[src/rtl/vlset_pkg.sv]
package vlset_pkg;

  localparam int REG_AW = 5;
  localparam int IMM_W  = 5;
  localparam int FIELD_W = 12;

  typedef enum logic [2:0] {
    FC_NOP,
    FC_COMPACT,
    FC_FULL_SET,
    FC_FULL_MIN,
    FC_RESERVED
  } fieldClassT;

  typedef struct packed {
    logic              loadMvl;
    logic              vlFromReg;
    logic              vlFromMvl;
    logic              csrLoad;
    logic              wbEn;
    logic [REG_AW-1:0] wbAddr;
    logic [IMM_W-1:0]  imm;
    logic              illegal;
  } vlCtlT;

endpackage

[src/rtl/vlset_ctrl.sv]
module vlset_ctrl
  import vlset_pkg::*;
#(
  parameter int CREG_BASE = 8
) (
  input  logic               clk,
  input  logic               rstN,
  input  logic               fieldValid,
  input  logic [FIELD_W-1:0] field,
  input  logic               csrWrEn,
  output vlCtlT              ctl,
  output logic               rdEn,
  output logic [REG_AW-1:0]  rdAddr
);

  localparam logic [REG_AW-1:0] BASE = REG_AW'(CREG_BASE);

  fieldClassT fieldClass;

  logic             modeBit;
  logic [IMM_W-1:0] immField;
  logic [2:0]       cSrc;
  logic [2:0]       cDst;
  logic             dirBit;
  logic [4:0]       fullReg;

  assign modeBit  = field[11];
  assign immField = field[10:6];
  assign cDst     = field[5:3];
  assign cSrc     = field[2:0];
  assign dirBit   = field[5];
  assign fullReg  = field[4:0];

  always_comb begin
    if (field == '0)             fieldClass = FC_NOP;
    else if (!modeBit)           fieldClass = FC_COMPACT;
    else if (!dirBit)            fieldClass = FC_FULL_SET;
    else if (fullReg != 5'd0)    fieldClass = FC_FULL_MIN;
    else                         fieldClass = FC_RESERVED;
  end

  always_comb begin
    ctl         = '0;
    rdEn        = 1'b0;
    rdAddr      = '0;
    ctl.imm     = immField;
    if (!fieldValid) begin
      ctl.csrLoad = csrWrEn;
    end else begin
      unique case (fieldClass)
        FC_NOP: begin
        end
        FC_COMPACT: begin
          ctl.loadMvl = 1'b1;
          if (cSrc != 3'd0) begin
            ctl.vlFromReg = 1'b1;
            rdEn          = 1'b1;
            rdAddr        = BASE + REG_AW'(cSrc);
          end else begin
            ctl.vlFromMvl = 1'b1;
          end
          if (cDst != 3'd0) begin
            ctl.wbEn   = 1'b1;
            ctl.wbAddr = BASE + REG_AW'(cDst);
          end
        end
        FC_FULL_SET: begin
          ctl.loadMvl   = 1'b1;
          ctl.vlFromMvl = 1'b1;
          if (fullReg != 5'd0) begin
            ctl.wbEn   = 1'b1;
            ctl.wbAddr = fullReg;
          end
        end
        FC_FULL_MIN: begin
          ctl.loadMvl   = 1'b1;
          ctl.vlFromReg = 1'b1;
          rdEn          = 1'b1;
          rdAddr        = fullReg;
        end
        FC_RESERVED: begin
          ctl.illegal = 1'b1;
        end
        default: begin
        end
      endcase
    end
  end

  // only one source may drive VL in a cycle
  a_r10_one_vl_source: assert property (@(posedge clk) disable iff (!rstN)
    $onehot0({ctl.vlFromReg, ctl.vlFromMvl, ctl.csrLoad}));

  // a valid field always blocks the direct write
  a_r10_field_blocks_csr: assert property (@(posedge clk) disable iff (!rstN)
    fieldValid |-> !ctl.csrLoad);

  // an all-zero field requests nothing
  a_r2_nop_quiet: assert property (@(posedge clk) disable iff (!rstN)
    (fieldValid && field == '0) |-> (!ctl.loadMvl && !ctl.wbEn && !rdEn && !ctl.illegal));

  // a read is only requested when VL is to be taken from a register
  a_r3_read_only_for_min: assert property (@(posedge clk) disable iff (!rstN)
    rdEn |-> (ctl.vlFromReg && rdAddr != '0));

endmodule

[src/rtl/vlset_dp.sv]
module vlset_dp
  import vlset_pkg::*;
#(
  parameter int XLEN    = 64,
  parameter int MAX_LEN = 64,
  parameter int VL_W    = $clog2(MAX_LEN + 1),
  parameter int CSR_W   = $clog2(MAX_LEN)
) (
  input  logic              clk,
  input  logic              rstN,
  input  vlCtlT             ctl,
  input  logic [XLEN-1:0]   rdData,
  input  logic [CSR_W-1:0]  csrWrData,
  output logic              wrEn,
  output logic [REG_AW-1:0] wrAddr,
  output logic [XLEN-1:0]   wrData,
  output logic [VL_W-1:0]   vl,
  output logic [VL_W-1:0]   mvl,
  output logic              illegal
);

  localparam logic [VL_W-1:0] LEN_TOP = VL_W'(MAX_LEN);

  logic [VL_W-1:0] mvlQ, vlQ;
  logic [VL_W-1:0] newMvl;
  logic [VL_W-1:0] regMin;
  logic [VL_W-1:0] csrVal;
  logic [VL_W-1:0] nextVl;
  logic [VL_W-1:0] nextMvl;
  logic [XLEN-1:0] mvlWide;
  logic            wrEnQ;
  logic [REG_AW-1:0] wrAddrQ;
  logic [XLEN-1:0] wrDataQ;
  logic            illegalQ;

  assign newMvl  = VL_W'(ctl.imm) + VL_W'(1);
  assign mvlWide = XLEN'(newMvl);
  assign regMin  = (rdData < mvlWide) ? rdData[VL_W-1:0] : newMvl;
  assign csrVal  = (csrWrData == '0) ? LEN_TOP : VL_W'(csrWrData);

  always_comb begin
    nextMvl = ctl.loadMvl ? newMvl : mvlQ;
    if (ctl.vlFromReg)      nextVl = regMin;
    else if (ctl.vlFromMvl) nextVl = newMvl;
    else if (ctl.csrLoad)   nextVl = csrVal;
    else                    nextVl = vlQ;
  end

  always_ff @(posedge clk or negedge rstN) begin
    if (!rstN) begin
      mvlQ     <= LEN_TOP;
      vlQ      <= LEN_TOP;
      wrEnQ    <= 1'b0;
      wrAddrQ  <= '0;
      wrDataQ  <= '0;
      illegalQ <= 1'b0;
    end else begin
      mvlQ     <= nextMvl;
      vlQ      <= nextVl;
      wrEnQ    <= ctl.wbEn;
      wrAddrQ  <= ctl.wbEn ? ctl.wbAddr : '0;
      wrDataQ  <= ctl.wbEn ? XLEN'(nextVl) : '0;
      illegalQ <= ctl.illegal;
    end
  end

  assign vl      = vlQ;
  assign mvl     = mvlQ;
  assign wrEn    = wrEnQ;
  assign wrAddr  = wrAddrQ;
  assign wrData  = wrDataQ;
  assign illegal = illegalQ;

  // MVL stays within 1..MAX_LEN
  a_r1_mvl_in_range: assert property (@(posedge clk) disable iff (!rstN)
    (mvlQ >= VL_W'(1)) && (mvlQ <= LEN_TOP));

  // a length-setting field never leaves VL above MVL
  a_r4_vl_not_above_mvl: assert property (@(posedge clk) disable iff (!rstN)
    ctl.loadMvl |=> (vlQ <= mvlQ));

  // reserved encoding flags and holds state
  a_r8_reserved_holds: assert property (@(posedge clk) disable iff (!rstN)
    ctl.illegal |=> (illegalQ && !wrEnQ && $stable(vlQ) && $stable(mvlQ)));

  // direct write keeps MVL and never yields zero
  a_r9_csr_keeps_mvl: assert property (@(posedge clk) disable iff (!rstN)
    ctl.csrLoad |=> ($stable(mvlQ) && vlQ != '0));

  // written data is the VL now held
  a_r5_write_matches_vl: assert property (@(posedge clk) disable iff (!rstN)
    wrEnQ |-> (wrAddrQ != '0 && wrDataQ == XLEN'(vlQ)));

endmodule

[src/rtl/vl_set_unit.sv]
module vl_set_unit
  import vlset_pkg::*;
#(
  parameter int XLEN      = 64,
  parameter int MAX_LEN   = 64,
  parameter int CREG_BASE = 8,
  parameter int VL_W      = $clog2(MAX_LEN + 1),
  parameter int CSR_W     = $clog2(MAX_LEN)
) (
  input  logic              clk,
  input  logic              rstN,
  input  logic              fieldValid,
  input  logic [11:0]       field,
  output logic              rdEn,
  output logic [4:0]        rdAddr,
  input  logic [XLEN-1:0]   rdData,
  output logic              wrEn,
  output logic [4:0]        wrAddr,
  output logic [XLEN-1:0]   wrData,
  input  logic              csrWrEn,
  input  logic [CSR_W-1:0]  csrWrData,
  output logic [VL_W-1:0]   vl,
  output logic [VL_W-1:0]   mvl,
  output logic              illegal
);

  vlCtlT ctl;

  vlset_ctrl #(
    .CREG_BASE(CREG_BASE)
  ) uCtrl (
    .clk       (clk),
    .rstN      (rstN),
    .fieldValid(fieldValid),
    .field     (field),
    .csrWrEn   (csrWrEn),
    .ctl       (ctl),
    .rdEn      (rdEn),
    .rdAddr    (rdAddr)
  );

  vlset_dp #(
    .XLEN   (XLEN),
    .MAX_LEN(MAX_LEN),
    .VL_W   (VL_W),
    .CSR_W  (CSR_W)
  ) uDp (
    .clk      (clk),
    .rstN     (rstN),
    .ctl      (ctl),
    .rdData   (rdData),
    .csrWrData(csrWrData),
    .wrEn     (wrEn),
    .wrAddr   (wrAddr),
    .wrData   (wrData),
    .vl       (vl),
    .mvl      (mvl),
    .illegal  (illegal)
  );

endmodule

[config.mk]
export PLATFORM = sky130hd
export DESIGN_NAME = vl_set_unit
export DESIGN_NICKNAME = d
export VERILOG_FILES = /design/src/rtl/vlset_pkg.sv /design/src/rtl/vlset_ctrl.sv /design/src/rtl/vlset_dp.sv /design/src/rtl/vl_set_unit.sv
export SDC_FILE = /design/constraint.sdc
export NUM_CORES = 1
export LEC_CHECK = 0
export BUFFER_PORTS_ARGS = -buffer_cell sky130_fd_sc_hd__buf_2
export CORE_MARGIN = 2
export CORE_UTILIZATION = 40
export CTS_CLUSTER_DIAMETER = 50
export DETAILED_ROUTE_END_ITERATION = 8
export GPL_TIMING_DRIVEN = 0
export PLACE_DENSITY = 0.82
export SLEW_MARGIN = 20
export SYNTH_ARGS = -nofsm -noshare
export SYNTH_HDL_FRONTEND = slang
export SYNTH_SLANG_ARGS = --single-unit
[constraint.sdc]
create_clock -name clk -period 2.95 [get_ports clk]
set_input_delay 0.295 -clock clk [delete_from_list [all_inputs] [get_ports clk]]
set_output_delay 0.295 -clock clk [all_outputs]
set_load 0.01 [all_outputs]
Yosys cells after proc, flatten, opt, wreduce, memory -nomap -nowiden
Index checks and enable logic that the tools add are counted.
{"block": "word_totals", "output_inout_bits": 91, "reg_bits": 85}
{"block": "classes", "addsub": 3, "n_eq_ne": 4, "n_reduce_logical": 6, "n_lt_le_gt_ge": 1, "mux": 28}
{"op": "< comparator 64 x 7 -> 1 bit", "count": 1}
{"op": "two-way mux 7 bit", "count": 6}
{"op": "two-way mux 6 bit", "count": 3}
{"op": "two-way mux 3 bit", "count": 5}
{"op": "two-way mux 5 bit", "count": 3}
{"op": "logical NOT 12 bit", "count": 1}
{"op": "case mux 6 bit (2 select lines)", "count": 1}
{"op": "adder 4 x 3 -> 5 bit (first input constant)", "count": 2}
{"op": "case mux 5 bit (2 select lines)", "count": 1}
{"op": "two-way mux 1 bit", "count": 7}
{"op": "adder 5 x 1 -> 6 bit (second input constant)", "count": 1}
{"op": "equality test 3 x 2 -> 1 bit (second input constant)", "count": 2}
{"op": "logical NOT 6 bit", "count": 1}
{"op": "nonzero test 3 bit", "count": 2}
{"op": "nonzero test 5 bit", "count": 1}
{"op": "case mux 1 bit (2 select lines)", "count": 2}
{"op": "equality test 3 x 1 -> 1 bit (second input constant)", "count": 1}
{"op": "equality test 3 bit (second input constant)", "count": 1}
{"op": "OR reduction 3 bit", "count": 1}

Longest topological paths before layout
{"block": "depth", "depth_word": 12, "mapped_depth": 10}

Cells and area by module
A second synthesis with hierarchy kept.
{"block": "hier_totals", "cells_unflattened": 254, "area_unflattened_um2": 2278.4}
{"module": "vlset_dp", "seq_area_each_um2": 703.2, "area_per_inst_um2": 1946.9, "n_inst": 1, "cells_each": 201}
{"module": "vlset_ctrl", "seq_area_each_um2": 0.0, "area_per_inst_um2": 331.6, "n_inst": 1, "cells_each": 53}

Worst setup path after synthesis
Ideal clock, no wire load.
{"block": "synth_timing", "path_type": "input-to-reg", "start": "input field[8]", "end": "register uDp.wrDataQ[0] (netlist: uDp.wrData[0])", "n_path_buf": 0, "cell_stages": 10, "setup_ns": 0.095, "slack_ns": 0.802, "arrival_time_ns": 2.054, "path_cell_list": "and3_1 and3_1 inv_1 ha_1 nand2_1 nand4_1 nor4_4 o21ai_2 mux2i_1 a211oi_1"}
{"block": "synth_between", "elab_chain_len": 8}
{"element": "from (decl)", "line_no": "vl_set_unit.sv:13", "text": "input logic [11:0] field,"}
{"element": "branches (longest 7 deep; another with < comparator 64 x 7 -> 1 bit)"}
{"element": "two-way mux 7 bit *", "line_no": "vlset_dp.sv:62", "text": "wrDataQ <= ctl.wbEn ? XLEN'(nextVl) : '0;"}
{"element": "to (signal assigned)", "line_no": "vlset_dp.sv:62"}
{"element": "to (decl)", "line_no": "vlset_dp.sv:33", "text": "logic [XLEN-1:0] wrDataQ;"}
Every way passes the cells marked *.
A chain may end at the register's enable or synchronous reset.

Worst setup path after layout
{"block": "layout_timing", "start": "input field[6]", "end": "register uDp.wrDataQ[0] (netlist: uDp.wrData[0])"}
{"element": "adder 5 x 1 -> 6 bit *", "line_no": "vlset_dp.sv:36", "text": "assign newMvl = VL_W'(ctl.imm) + VL_W'(1);"}
{"element": "net uDp.newMvl[0]", "line_no": "vlset_dp.sv:25", "text": "logic [VL_W-1:0] newMvl;"}
{"element": "< comparator 64 x 7 -> 1 bit", "line_no": "vlset_dp.sv:38", "text": "assign regMin = (rdData < mvlWide) ? rdData[VL_W-1:0] : newMvl;"}
{"element": "two-way mux 7 bit", "line_no": "vlset_dp.sv:38"}
{"element": "two-way mux 7 bit *", "line_no": "vlset_dp.sv:43", "text": "if (ctl.vlFromReg) nextVl = regMin;"}
{"element": "two-way mux 7 bit *", "line_no": "vlset_dp.sv:62"}
The timed path passes the listed nets; every way through them passes the cells marked *.

==> metrics.md <==
| Metric | Value |
|---|---|
| Status | finished, final reports clean |
| Min-delay worst type | in2async |
| Ranking of synthesized cells by area | dfrtp_1 30%, buf_4 20%, mux2i_1 5.1% |
| Synth Cell Area | between 2000 and 2500 sq um |
| Worst r2r src | uDp.vl[0] |
| Sequential group share of total power | about 41% |
| Crit path max fanout | 6 |
| Layout net count | 511 |
| Chip height | 77.7 um |
| Die Width | just under 80 um |
| Synth warnings | 0 |
| DR DRC count | 0 |
| Commonest cells in the netlist | 57 x buf_4, 26 x dfrtp_1, 25 x nor2_1 |
| Clock network power share | 22.8% |
| Async SR Flop Fraction | 100% |
| Total gr overflow | 0 |
| Initial antenna violation count | 0 |
| Clk sinks | 28 |
| Placed Area | 3060 sq um |
| Final wirelength | 6230 um |
| Sequential area share after synthesis | between 30% and 40% |
| Post-route cell area | 3120 sq um |
| Switch Pwr | 0.338 mW |
| Largest net degree at the start of global routing | 29 |
| RSZ-0062 raised after global routing | false |
| H-tree levels | 1 |
| First-pass GRT wire length | 9920 um |
| Via density | 4.43 |
| Final antenna-violating net count | 0 |
| Max Clk Rate | 431 MHz |
| Ant diodes | 0 |
| Final slew viol count | 0 |
| Setup Buffers After CTS | 0 |
| Critical path class | in2reg |
| Number of synthesized flops with an enable pin | 0 |
| TNS Setup | 0 ns |
| Worst Setup End Kind | register |
| Period utilization | about four fifths |
| CTS tree | yes |
| Post-cts hold buffer count | 0 |
| Pint | 0.718 mW |
| Initial Util | 42.0% |
| Area share of the largest cell type after synthesis | approximately 30% |
| Detail Placement HPWL | roughly 5300 um |
| Main synth FF type | dfrtp_1 |
| Clock transition at the registers of the reported paths | 0.10 ns |
| First DRT Iteration DRCs | between 80 and 90 |
| Wire per inst | 12.8 um |
| IR Drop Worst-Case VDD | 175 uV |
| DR pass1 iterations | 4 |
| Synth Instances | roughly 240 |
| Post-CTS sizing | 0 |
| Vias | ~2200 |
| Area grow syn2layout | 43.3% |
| Leak | 1.83 nW |
| Startpoint types | primary input |
| Final GP Congestion | 0.885 |
| Slew headroom | 40.9% |
| Min Tclk post-route | around 2.3 ns |
| Gr usage total | 20.5% |
| Crit path arrival time | 2.50 ns |
| Core Region | approximately 5200 sq um |
| I/O Buffers | 117 |
| Avg Synthesized Cell Area | 9.10 sq um |
| Worst reg2reg endpoint | uDp.wrData[0] |
| Comb pwr share | 36.0% |
| Share of post-route cells with drive strength above 1 | 47.7% |
| Library cells used by synthesis | 46 |
| Vias in the first global route | 2078 |
| CTS buffer count | 3 |
| Synth Register Bits | 28 |
| CTS Buffer Depth | 2 |
| Slew @ Worst Pin | 0.881 ns |
| Worst EP required | 3.13 ns |
| Most instantiated library cell after synthesis | buf_4 |
| PwrDens | 339 nW/um^2 |
| Die area | 6040 sq um |
| Worst-case reg-to-reg path depth | 3 |
| Max cap viols | 0 |
| Final hold vios | 0 |
| Root buf cell | clkbuf_8 |
| Flop-to-flop setup slack | 1.74 ns |
| Final setup violation count | 0 |
| Area leader, netlist | dfrtp_1 |
| Clock Latency Late Sink | 0.28 ns |
| Num ports | between 150 and 200 |
| Sw Ratio | 32.0% |
| Fin Clk Skew | 0.00321 ns |
| Rows | 26 |
[worst max path at each step]
stage                     startpoint            end  slack [ns]  depth (start not counted)
final                       field[6]  uDp.wrData[0]        0.63                         11
after global routing        field[6]  uDp.wrData[0]        0.29                         11
after CTS                   field[6]  uDp.wrData[0]        0.64                         11
after detailed placement    field[6]  uDp.wrData[1]        0.35                         11
after global placement      field[6]  uDp.wrData[0]        0.37                         11
after floorplan             field[8]  uDp.wrData[0]        0.80                         10
[critical path: stages]
cell and delay [ns]:
buf_2 0.16, inv_1 0.08, ha_1 0.32, inv_1 0.06, ha_1 0.27, o21ai_0 0.09, nand2b_1 0.08, a211oi_1 0.48
o21ai_2 0.21, mux2i_1 0.18, a211oi_1 0.27
[flip-flops by register name, summed over array words and instances, names as in the netlist]
name / cells
uDp.illegal: 1
uDp.mvl: 7
uDp.vl: 7
uDp.wrAddr: 5
uDp.wrData: 7
uDp.wrEn: 1
[cell type report]
class	instances	area, sq um
multi-input cells	194	1170
clock buffers	4	55.1
fillers	447	2060
plain buffers	63	469
well taps	70	87.6
repair buffers	117	586
inverters	11	41.3
flip-flops and latches	28	703
[stage by stage]
stage | hold slack (ns) | util [%] | power, mW | instances | setup WS (ns)
final | 0.0206 | 60.3 | 1.06 | 487 | 0.631
after global routing | 0.0634 | 60.3 | 1.12 | 487 | 0.286
after CTS | 0.0369 | 60.3 | 1.06 | 487 | 0.636
after detailed placement | 0.342 | 59.2 | 0.820 | 483 | 0.350
after global placement | 0.341 | 59.2 | 0.809 | 483 | 0.367
after floorplan | -0.000591 | - | 0.674 | 296 | 0.802
[logic make-up (layout without fill, tap and decap cells)]
| group | count (synthesis) | after routing | synth area share (%) |
|---|---|---|---|
| AOI/OAI and AO/OA | 35 | 35 | 11.5 |
| xor gates and xnor gates | 3 | 3 | 1.21 |
| adders and majority gates | 7 | 7 | 4.03 |
| buffers and inverters | 74 | 195 | 23.5 |
| DFF | 28 | 28 | 32.3 |
| muxes | 15 | 15 | 7.31 |
| other | 1 | 58 | 0.172 |
| and+or+nand+nor | 76 | 76 | 20.0 |
[cells in the final DEF, fill, tap and decap left out, types with 2 or more instances in the layout]
master / Yosys / final
xnor2_1: 2 / 2
ha_1: 7 / 7
inv_1: 11 / 11
nand3_1: 4 / 4
clkbuf_8: 0 / 4
nor2_1: 25 / 25
nand2_1: 9 / 9
o2111ai_1: 4 / 4
nand2b_1: 3 / 3
buf_2: 3 / 120
nand4_1: 4 / 4
nor2b_1: 3 / 3
mux2_2: 3 / 3
a31oi_1: 4 / 4
a211oi_1: 5 / 5
buf_4: 57 / 57
dfrtp_1: 26 / 26
conb_1: 1 / 58
buf_6: 2 / 2
nor4_1: 15 / 15
o21ai_0: 2 / 2
and3_1: 3 / 3
dfstp_2: 2 / 2
a21oi_1: 11 / 11
mux2i_1: 11 / 11
[power groups by stage]
stage | sequential, mW | clock (mW) | combinational (mW)
floorplan | 0.462 | 0 | 0.212
global placement | 0.441 | 0 | 0.368
detailed placement | 0.443 | 0 | 0.377
CTS | 0.435 | 0.246 | 0.378
global route | 0.440 | 0.264 | 0.419
finish | 0.435 | 0.240 | 0.381
[metal layers]
metal	vias up	share of wire [%]	track usage, %	wire (um)
li1	1084	-	-	-
met1	961	42	26.6	2630
met2	97	50	35.5	3100
met3	13	6.3	2.67	391
met4	0	1.6	5.89	101
met5	-	0	0	0
Note: power is estimated with default switching activity, not from simulation.
